### config.mk
export PLATFORM = sky130hd
export DESIGN_NAME = pred_cmp_unit
export DESIGN_NICKNAME = d
export VERILOG_FILES = /design/src/rtl/pred_pkg.sv /design/src/rtl/pred_rel_eval.sv /design/src/rtl/pred_wr_ctrl.sv /design/src/rtl/pred_store.sv /design/src/rtl/pred_cmp_unit.sv
export SDC_FILE = /design/constraint.sdc
export NUM_CORES = 1
export LEC_CHECK = 0
export ABC_AREA = 1
export BUFFER_PORTS_ARGS = -buffer_cell sky130_fd_sc_hd__buf_4
export CORE_UTILIZATION = 50
export CTS_CLUSTER_DIAMETER = 100
export DETAILED_ROUTE_END_ITERATION = 8
export PLACE_DENSITY = 0.77
export SYNTH_ARGS = -nofsm -noshare
export SYNTH_HDL_FRONTEND = slang
export SYNTH_SLANG_ARGS = --single-unit
### constraint.sdc
create_clock -name clk -period 4.3 [get_ports clk]
set_input_delay 0.645 -clock clk [delete_from_list [all_inputs] [get_ports clk]]
set_output_delay 0.645 -clock clk [all_outputs]
set_load 0.01 [all_outputs]
### src/rtl/pred_pkg.sv
package pred_pkg;

  typedef enum logic [1:0] {
    REL_EQ  = 2'b00,
    REL_NE  = 2'b01,
    REL_SLT = 2'b10,
    REL_ULT = 2'b11
  } rel_e;

  typedef enum logic [1:0] {
    CK_QUAL = 2'b00,
    CK_UNC  = 2'b01,
    CK_OR   = 2'b10,
    CK_RSVD = 2'b11
  } kind_e;

  typedef struct packed {
    logic we1;
    logic v1;
    logic we2;
    logic v2;
  } wr_req_t;

endpackage

### src/rtl/pred_rel_eval.sv
module pred_rel_eval #(
  parameter int DATA_W = 64
) (
  input  logic [DATA_W-1:0] a,
  input  logic [DATA_W-1:0] b,
  input  logic [1:0]        rel,
  output logic              hit
);
  import pred_pkg::*;

  function automatic logic relate(input logic [DATA_W-1:0] x,
                                  input logic [DATA_W-1:0] y,
                                  input logic [1:0] code);
    logic r;
    case (rel_e'(code))
      REL_EQ:  r = (x == y);
      REL_NE:  r = (x != y);
      REL_SLT: r = ($signed(x) < $signed(y));
      default: r = (x < y);
    endcase
    return r;
  endfunction

  assign hit = relate(a, b, rel);
endmodule

### src/rtl/pred_wr_ctrl.sv
module pred_wr_ctrl #(
  parameter int IDX_W = 6
) (
  input  logic                     valid,
  input  logic [1:0]               kind,
  input  logic                     qp_true,
  input  logic                     hit,
  input  logic                     nat_any,
  input  logic [IDX_W-1:0]         d1,
  input  logic [IDX_W-1:0]         d2,
  output pred_pkg::wr_req_t        req
);
  import pred_pkg::*;

  wr_req_t raw;
  logic    same_dest;

  assign same_dest = (d1 == d2);

  always_comb begin
    raw = '0;
    if (valid) begin
      case (kind_e'(kind))
        CK_QUAL: if (qp_true) begin
          raw.we1 = 1'b1;
          raw.we2 = 1'b1;
          raw.v1  = hit & ~nat_any;
          raw.v2  = ~hit & ~nat_any;
        end
        CK_UNC: begin
          raw.we1 = 1'b1;
          raw.we2 = 1'b1;
          raw.v1  = qp_true & hit & ~nat_any;
          raw.v2  = qp_true & ~hit & ~nat_any;
        end
        CK_OR: if (qp_true && hit && !nat_any) begin
          raw.we1 = 1'b1;
          raw.we2 = 1'b1;
          raw.v1  = 1'b1;
          raw.v2  = 1'b1;
        end
        default: raw = '0;
      endcase
    end
  end

  always_comb begin
    req     = raw;
    req.we2 = raw.we2 & ~same_dest;
  end
endmodule

### src/rtl/pred_store.sv
module pred_store #(
  parameter int NUM_PRED = 64,
  parameter int NUM_RD   = 3,
  localparam int IDX_W   = $clog2(NUM_PRED)
) (
  input  logic                    clk,
  input  logic                    rst_n,
  input  pred_pkg::wr_req_t       req,
  input  logic [IDX_W-1:0]        d1,
  input  logic [IDX_W-1:0]        d2,
  input  logic [NUM_RD*IDX_W-1:0] rd_idx,
  output logic [NUM_RD-1:0]       rd_en,
  output logic [NUM_PRED-1:0]     pred_q
);

  for (genvar i = 0; i < NUM_PRED; i++) begin : g_flag
    if (i == 0) begin : g_const
      assign pred_q[i] = 1'b1;
    end else begin : g_reg
      logic hit1, hit2;
      assign hit1 = req.we1 && (d1 == IDX_W'(i));
      assign hit2 = req.we2 && (d2 == IDX_W'(i));
      always_ff @(posedge clk or negedge rst_n) begin
        if (!rst_n)    pred_q[i] <= 1'b0;
        else if (hit1) pred_q[i] <= req.v1;
        else if (hit2) pred_q[i] <= req.v2;
      end
    end
  end

  for (genvar s = 0; s < NUM_RD; s++) begin : g_rd
    assign rd_en[s] = pred_q[rd_idx[s*IDX_W +: IDX_W]];
  end
endmodule

### src/rtl/pred_cmp_unit.sv
module pred_cmp_unit #(
  parameter int NUM_PRED = 64,
  parameter int DATA_W   = 64,
  parameter int NUM_RD   = 3,
  localparam int IDX_W   = $clog2(NUM_PRED)
) (
  input  logic                    clk,
  input  logic                    rst_n,
  input  logic                    cmp_valid,
  input  logic [1:0]              cmp_kind,
  input  logic [1:0]              cmp_rel,
  input  logic [IDX_W-1:0]        cmp_qp,
  input  logic [DATA_W-1:0]       cmp_a,
  input  logic                    cmp_a_nat,
  input  logic [DATA_W-1:0]       cmp_b,
  input  logic                    cmp_b_nat,
  input  logic [IDX_W-1:0]        cmp_d1,
  input  logic [IDX_W-1:0]        cmp_d2,
  input  logic [NUM_RD*IDX_W-1:0] rd_idx,
  output logic [NUM_RD-1:0]       rd_en
);
  import pred_pkg::*;

  logic [NUM_PRED-1:0] pred_q;
  logic                rel_hit;
  logic                nat_any;
  logic                qp_true;
  wr_req_t             wreq;

  assign nat_any = cmp_a_nat | cmp_b_nat;
  assign qp_true = pred_q[cmp_qp];

  pred_rel_eval #(.DATA_W(DATA_W)) u_eval (
    .a   (cmp_a),
    .b   (cmp_b),
    .rel (cmp_rel),
    .hit (rel_hit)
  );

  pred_wr_ctrl #(.IDX_W(IDX_W)) u_ctrl (
    .valid   (cmp_valid),
    .kind    (cmp_kind),
    .qp_true (qp_true),
    .hit     (rel_hit),
    .nat_any (nat_any),
    .d1      (cmp_d1),
    .d2      (cmp_d2),
    .req     (wreq)
  );

  pred_store #(.NUM_PRED(NUM_PRED), .NUM_RD(NUM_RD)) u_store (
    .clk    (clk),
    .rst_n  (rst_n),
    .req    (wreq),
    .d1     (cmp_d1),
    .d2     (cmp_d2),
    .rd_idx (rd_idx),
    .rd_en  (rd_en),
    .pred_q (pred_q)
  );
endmodule

# ---- Yosys cells after proc, flatten, opt, wreduce, memory -nomap -nowiden
# Cells that the tools add are included.
dict set report word_totals {
  regBits 63
  out_inout_bits 3
  elab_cells 546
}
dict set report op_classes {
  n_lt_le_gt_ge 6
  eq_ne 133
  mux 139
  n_bitwise 11
  reduce_logical 194
}
# cell count
set op_table {}
lappend op_table {{$eq A6 B6 Y1 const B} 64}
lappend op_table {{$eq A6 B5 Y1 const B} 32}
lappend op_table {{$mux W1} 130}
lappend op_table {{$logic_and A1 B1 Y1} 128}
lappend op_table {{$lt A64 B64 Y1} 2}
lappend op_table {{$reduce_bool A2 Y1} 63}
lappend op_table {{$eq A6 B4 Y1 const B} 16}
lappend op_table {{$eq A64 B64 Y1} 1}
lappend op_table {{$ne A64 B64 Y1} 1}
lappend op_table {{$eq A6 B3 Y1 const B} 8}
lappend op_table {{$lt A6 B7 Y1 const B} 4}
lappend op_table {{$bmux W1 S6} 4}
lappend op_table {{$eq A6 B2 Y1 const B} 4}
lappend op_table {{$eq A6 B1 Y1 const B} 2}
lappend op_table {{$mux W4} 3}
lappend op_table {{$pmux W4 S3} 1}
lappend op_table {{$and A1 B1 Y1} 7}
lappend op_table {{$eq A6 B6 Y1} 1}
lappend op_table {{$eq A2 B1 Y1 const B} 2}
lappend op_table {{$eq A2 B2 Y1 const B} 2}
lappend op_table {{$logic_not A2 Y1} 2}
lappend op_table {{$not A1 Y1} 3}
lappend op_table {{$pmux W1 S3} 1}
lappend op_table {{$logic_not A1 Y1} 1}
lappend op_table {{$or A1 B1 Y1} 1}

# ---- Logic depth before layout (Yosys ltp)
dict set report depth {
  depth_word 11
  mapped_depth 25
  depth_no_buf 24
}

# ---- Modules after synthesis
# A second synthesis with hierarchy kept.
dict set report hier_totals {
  hier_cells 1447
  area_unflattened_um2 8334.2
}
# mod n_inst cells_per_inst area_each_um2 seq_area_each_um2
set modules_own_cells {}
lappend modules_own_cells {pred_store 1 957 5644.2 1576.5}
lappend modules_own_cells {pred_rel_eval 1 288 1784.2 0.0}
lappend modules_own_cells {pred_cmp_unit 1 153 703.2 0.0}
lappend modules_own_cells {pred_wr_ctrl 1 49 202.7 0.0}

# ---- Worst setup path before layout
# Ideal clock, no wire load.
dict set report synth_timing {
  path_kind {input-to-reg}
  startpoint {input port cmp_b[63]}
  endpoint {register u_store.pred_q[11]}
  setup_time_ns 0.065
  t_arrival_ns 2.694
  required_ns 4.235
  setup_slack_ns 1.541
  stages 21
  path_buffers 1
  path_cell_list {inv_1 ha_1 nand2_1 nor2_1 nand2_1 nor2_1 nand2_1 nor2_1 nand2_1 nand4_1 nand2_1 nand3_1 nand2_1 nand2_1 nand2_1 a21boi_4 buf_2 nand2_1 nand2_1 nand2_1 nand2_1}
}
dict set report synth_via {
  elab_chain_len 10
  word_cells_on_any_way 24
  cone_classes {order compare: 2; eq/ne: 2; mux: 7; bitwise: 8; reduce/logical: 5}
}
# item line
set synth_lines {}
lappend synth_lines {{start: declaration} pred_cmp_unit.sv:15} ;# input logic [DATA_W-1:0] cmp_b,
lappend synth_lines {{$lt A64 B64 Y1 (tied with other cells)} pred_rel_eval.sv:19} ;# default: r = (x < y);
lappend synth_lines {{$pmux W1 S3 *} pred_rel_eval.sv:15} ;# case (rel_e'(code))
lappend synth_lines {{$logic_and A1 B1 Y1 (2 in a row)} pred_wr_ctrl.sv:36} ;# CK_OR: if (qp_true && hit && !nat_any) begin
lappend synth_lines {{$mux W4} pred_wr_ctrl.sv:36}
lappend synth_lines {{$pmux W4 S3 *} pred_wr_ctrl.sv:23} ;# case (kind_e'(kind))
lappend synth_lines {{$mux W4 *} pred_wr_ctrl.sv:22} ;# if (valid) begin
lappend synth_lines {{$and A1 B1 Y1} pred_wr_ctrl.sv:49} ;# req.we2 = raw.we2 & ~same_dest;
lappend synth_lines {{$logic_and A1 B1 Y1} pred_store.sv:22} ;# assign hit2 = req.we2 && (d2 == IDX_W'(i));
lappend synth_lines {{$reduce_bool A2 Y1 (no line)} -}
lappend synth_lines {{end signal: indexed assignment} pred_store.sv:25} ;# else if (hit1) pred_q[i] <= req.v1;
lappend synth_lines {{end signal: indexed assignment} pred_store.sv:26} ;# else if (hit2) pred_q[i] <= req.v2;
lappend synth_lines {{end: declaration} pred_store.sv:13} ;# output logic [NUM_PRED-1:0] pred_q
# Every way passes the cells marked *; elsewhere a longest branch is shown, timed or not. The select of a mux whose other input is x is not followed.
# A chain may end at the register's enable or synchronous reset.

# ---- Worst setup path after layout
dict set report layout_timing {
  startpoint {input port rd_idx[0]}
  endpoint {output port rd_en[0]}
}
dict set report layout_via {
  elab_chain_len 2
}
# item line
set layout_lines {}
lappend layout_lines {{start: declaration} pred_cmp_unit.sv:19} ;# input logic [NUM_RD*IDX_W-1:0] rd_idx,
lappend layout_lines {{$bmux W1 S6} pred_store.sv:32} ;# assign rd_en[s] = pred_q[rd_idx[s*IDX_W +: IDX_W]];
lappend layout_lines {{$mux W1 (not written as such)} pred_store.sv:32}
lappend layout_lines {{end: declaration} pred_cmp_unit.sv:20} ;# output logic [NUM_RD-1:0] rd_en
# Every way passes these cells. The select of a mux whose other input is x is not followed.

==> impl_metrics.json <==
{
  "synth_cell_types": 39,
  "initial_utilization_pct": 50.85,
  "slowest_stage": "clkinv_1",
  "row_count": 50,
  "fin_area_sq_um": 11010,
  "synth_nets": 1951,
  "rsz0062_at_grt": "no",
  "worst_slew_pin_slew_ps": 875.6,
  "track_usage_pct": 33.86,
  "p_leak_nw": 5.853,
  "routabilityCongestion": 1.042,
  "crit_type": "in -> out",
  "synthArstFlopShare_pct": 100.0,
  "period_share_pct": 78.34,
  "postCtsSetupBuffers": 0,
  "post_cts_resized": 0,
  "fp.dieW_um": 139.9,
  "syn_inst": 1714,
  "fin_crit_ps": 3369,
  "hpwl_mm": 24.26,
  "area_growth_pct": 15.80,
  "place.port_buffers": 175,
  "syn-cell-area_sq_um": 9512,
  "grt-ovfl-total": 0,
  "start_kind": "input port",
  "clk_path_buf_depth": 2,
  "cts_made_buffers": 9,
  "irDropWorstVdd_mv": 0.1745,
  "rrSetupSlack_ps": 1420,
  "fin_cells": 2038,
  "grt_pass1_vias": 10650,
  "crit_arrival_ps": 2720,
  "pin_count": 176,
  "dp_cells": 2024,
  "initialDrtViolationCount": 1276,
  "grt_pass1_wl_mm": 53.48,
  "clk_latency_ps": 340,
  "antenna_found_initial": 0,
  "max_stage_delay_ps": 590,
  "synth-main-ff-cell": "dfrtp_1",
  "largestRegisters": "u_store.pred_q: 63 flops",
  "cts_tree": "built",
  "grt_max_degree": 124,
  "firstDrtPassIters": 8,
  "vias": 12182,
  "fin_skew_ps": 6.478,
  "root_buffer": "clkbuf_16",
  "diodes": 0,
  "setup_viol": 0,
  "powerDensity_nw_per_um2": 178.5,
  "slew_headroom_pct": 41.62,
  "ys_seq_elements": 63,
  "htree_num_levels": 3,
  "crit_chain": "buf_4 > clkinv_1 > nor2_1 > o21ai_0 > o21ai_0 > o22ai_1 > o211ai_1 > o31ai_1 > buf_4",
  "path_clk_slew_ps": 60,
  "drt-total-wl_mm": 33.44,
  "yosysWarnings": 0,
  "hold_buffers": 0,
  "hold_viol_final": 0,
  "hp-class": "in -> async",
  "core_sq_um": 18710,
  "post-route-util_pct": 58.88,
  "postRouteAntennaNets": 0,
  "clock_sinks": 63,
  "drive_gt1_share_pct": 11.14,
  "nets": 2038,
  "cp_max_fo": 45,
  "largest_reg_flops": 63,
  "max_cap_violations": 0,
  "clock.fmax_ghz": 0.2969,
  "die_h_um": 139.9,
  "regMostFlops": "u_store.pred_q",
  "die_area_sq_um": 19580,
  "critPathCaptureType": "primary output",
  "setup_tns_ps": 0,
  "synth_edf_count": 0,
  "wl_per_cell_um": 16.41,
  "seq_area_frac_synth_pct": 16.57,
  "via_per_inst": 5.977,
  "remaining_drc_errors": 0,
  "cp_data_required_time_ps": 3650,
  "status": "completed",
  "synth.avg_cell_area_sq_um": 5.549,
  "placed_area_sq_um": 10750,
  "slew_viol_final": 0
}
## critical path, delay by kind of cell
family                 cells  cell delay, ps
AOI/OAI and AO/OA          5             780
buffers and inverters      3            1070
and+or+nand+nor            1             220
## cell type report
type                       count  area, sq um
clock buffer                  13        260.3
fill                        1898         7691
inverter                     146        548.0
multi-input combinational   1399         6915
sequential                    63         1577
timing repair buffer         182         1416
tap                          234        292.8
clock inverter                 1        5.005
## Yosys cell counts (3+ instances only)
master    count  share of area (%)
dfrtp_1      63                 17
a211oi_1      6               0.47
o211ai_1     14                1.1
a21oi_1      86                4.5
nand3_1     150                7.9
nand4_1     133                8.7
nor2_1      237                9.4
inv_1       144                5.7
ha_1         64                8.4
o21ai_1       5               0.26
buf_2        33                1.7
buf_1         6               0.24
o21ai_0     166                8.7
clkbuf_1     58                2.3
o22ai_1      16                1.1
nand2_1     494                 19
buf_4         8               0.63
a21o_1        3               0.24
o221ai_1      4               0.37
## final timing paths
kind	cells past startpoint	end	startpoint
max	9	rd_en[0]	rd_idx[0]
min	1	u_store.pred_q[22]	rst_n
max reg2reg	18	u_store.pred_q[37]	u_store.pred_q[49]
min reg2reg	2	u_store.pred_q[17]	u_store.pred_q[17]
max in group asynchronous	1	u_store.pred_q[15]	rst_n
min in group clk	2	u_store.pred_q[17]	u_store.pred_q[17]
## per-stage QoR
stage / power (mW) / hold slack, ps / worst slack [ps]
after CTS: 1.967 / 462.4 / 932.0
after detailed placement: 1.286 / 498.7 / 782.3
final: 1.966 / 417.5 / 931.3
after global routing: 2.088 / 496.9 / 757.9
after floorplan: 1.033 / 349.4 / 1541
after global placement: 1.272 / 494.2 / 947.9
## layer usage
| layer | vias to the layer above | GRT usage [%] | share of wire (%) |
|---|---|---|---|
| met2 | 637 | 53.92 | 45 |
| li1 | 5972 | - | - |
| met5 | - | 0 | 0 |
| met3 | 110 | 6.906 | 11 |
| met1 | 5463 | 44.71 | 41 |
| met4 | 0 | 13.77 | 3.7 |
## logic make-up (layout without fill, tap and decap cells)
kind of cell / after synthesis / after routing / synth area share (%)
buffers and inverters: 252 / 342 / 10.77
AOI/OAI and AO/OA: 311 / 311 / 17.84
adders and majority gates: 64 / 64 / 8.419
xor gates and xnor gates: 2 / 2 / 0.1842
DFF: 63 / 63 / 16.57
and+or+nand+nor: 1022 / 1022 / 46.21
## power breakdown
part	switching, mW	internal (mW)
sequential	0.0132	0.600
clock	0.265	0.414
combinational	0.414	0.258
total	0.693	1.27
## placed cells by master, fill, tap and decap left out, types with 3 or more instances in the layout
cell and count:
a211oi_1 6, a21o_1 3, a21oi_1 86, nor2_1 237, buf_12 4, buf_4 178, o221ai_1 4, ha_1 64
o211ai_1 14, nand3_1 150, nand4_1 133, inv_1 144, o22ai_1 16, nand2_1 494, o21ai_1 5, o21ai_0 166
clkbuf_16 9, dfrtp_1 63
Note: power is estimated with default switching activity, not from simulation.
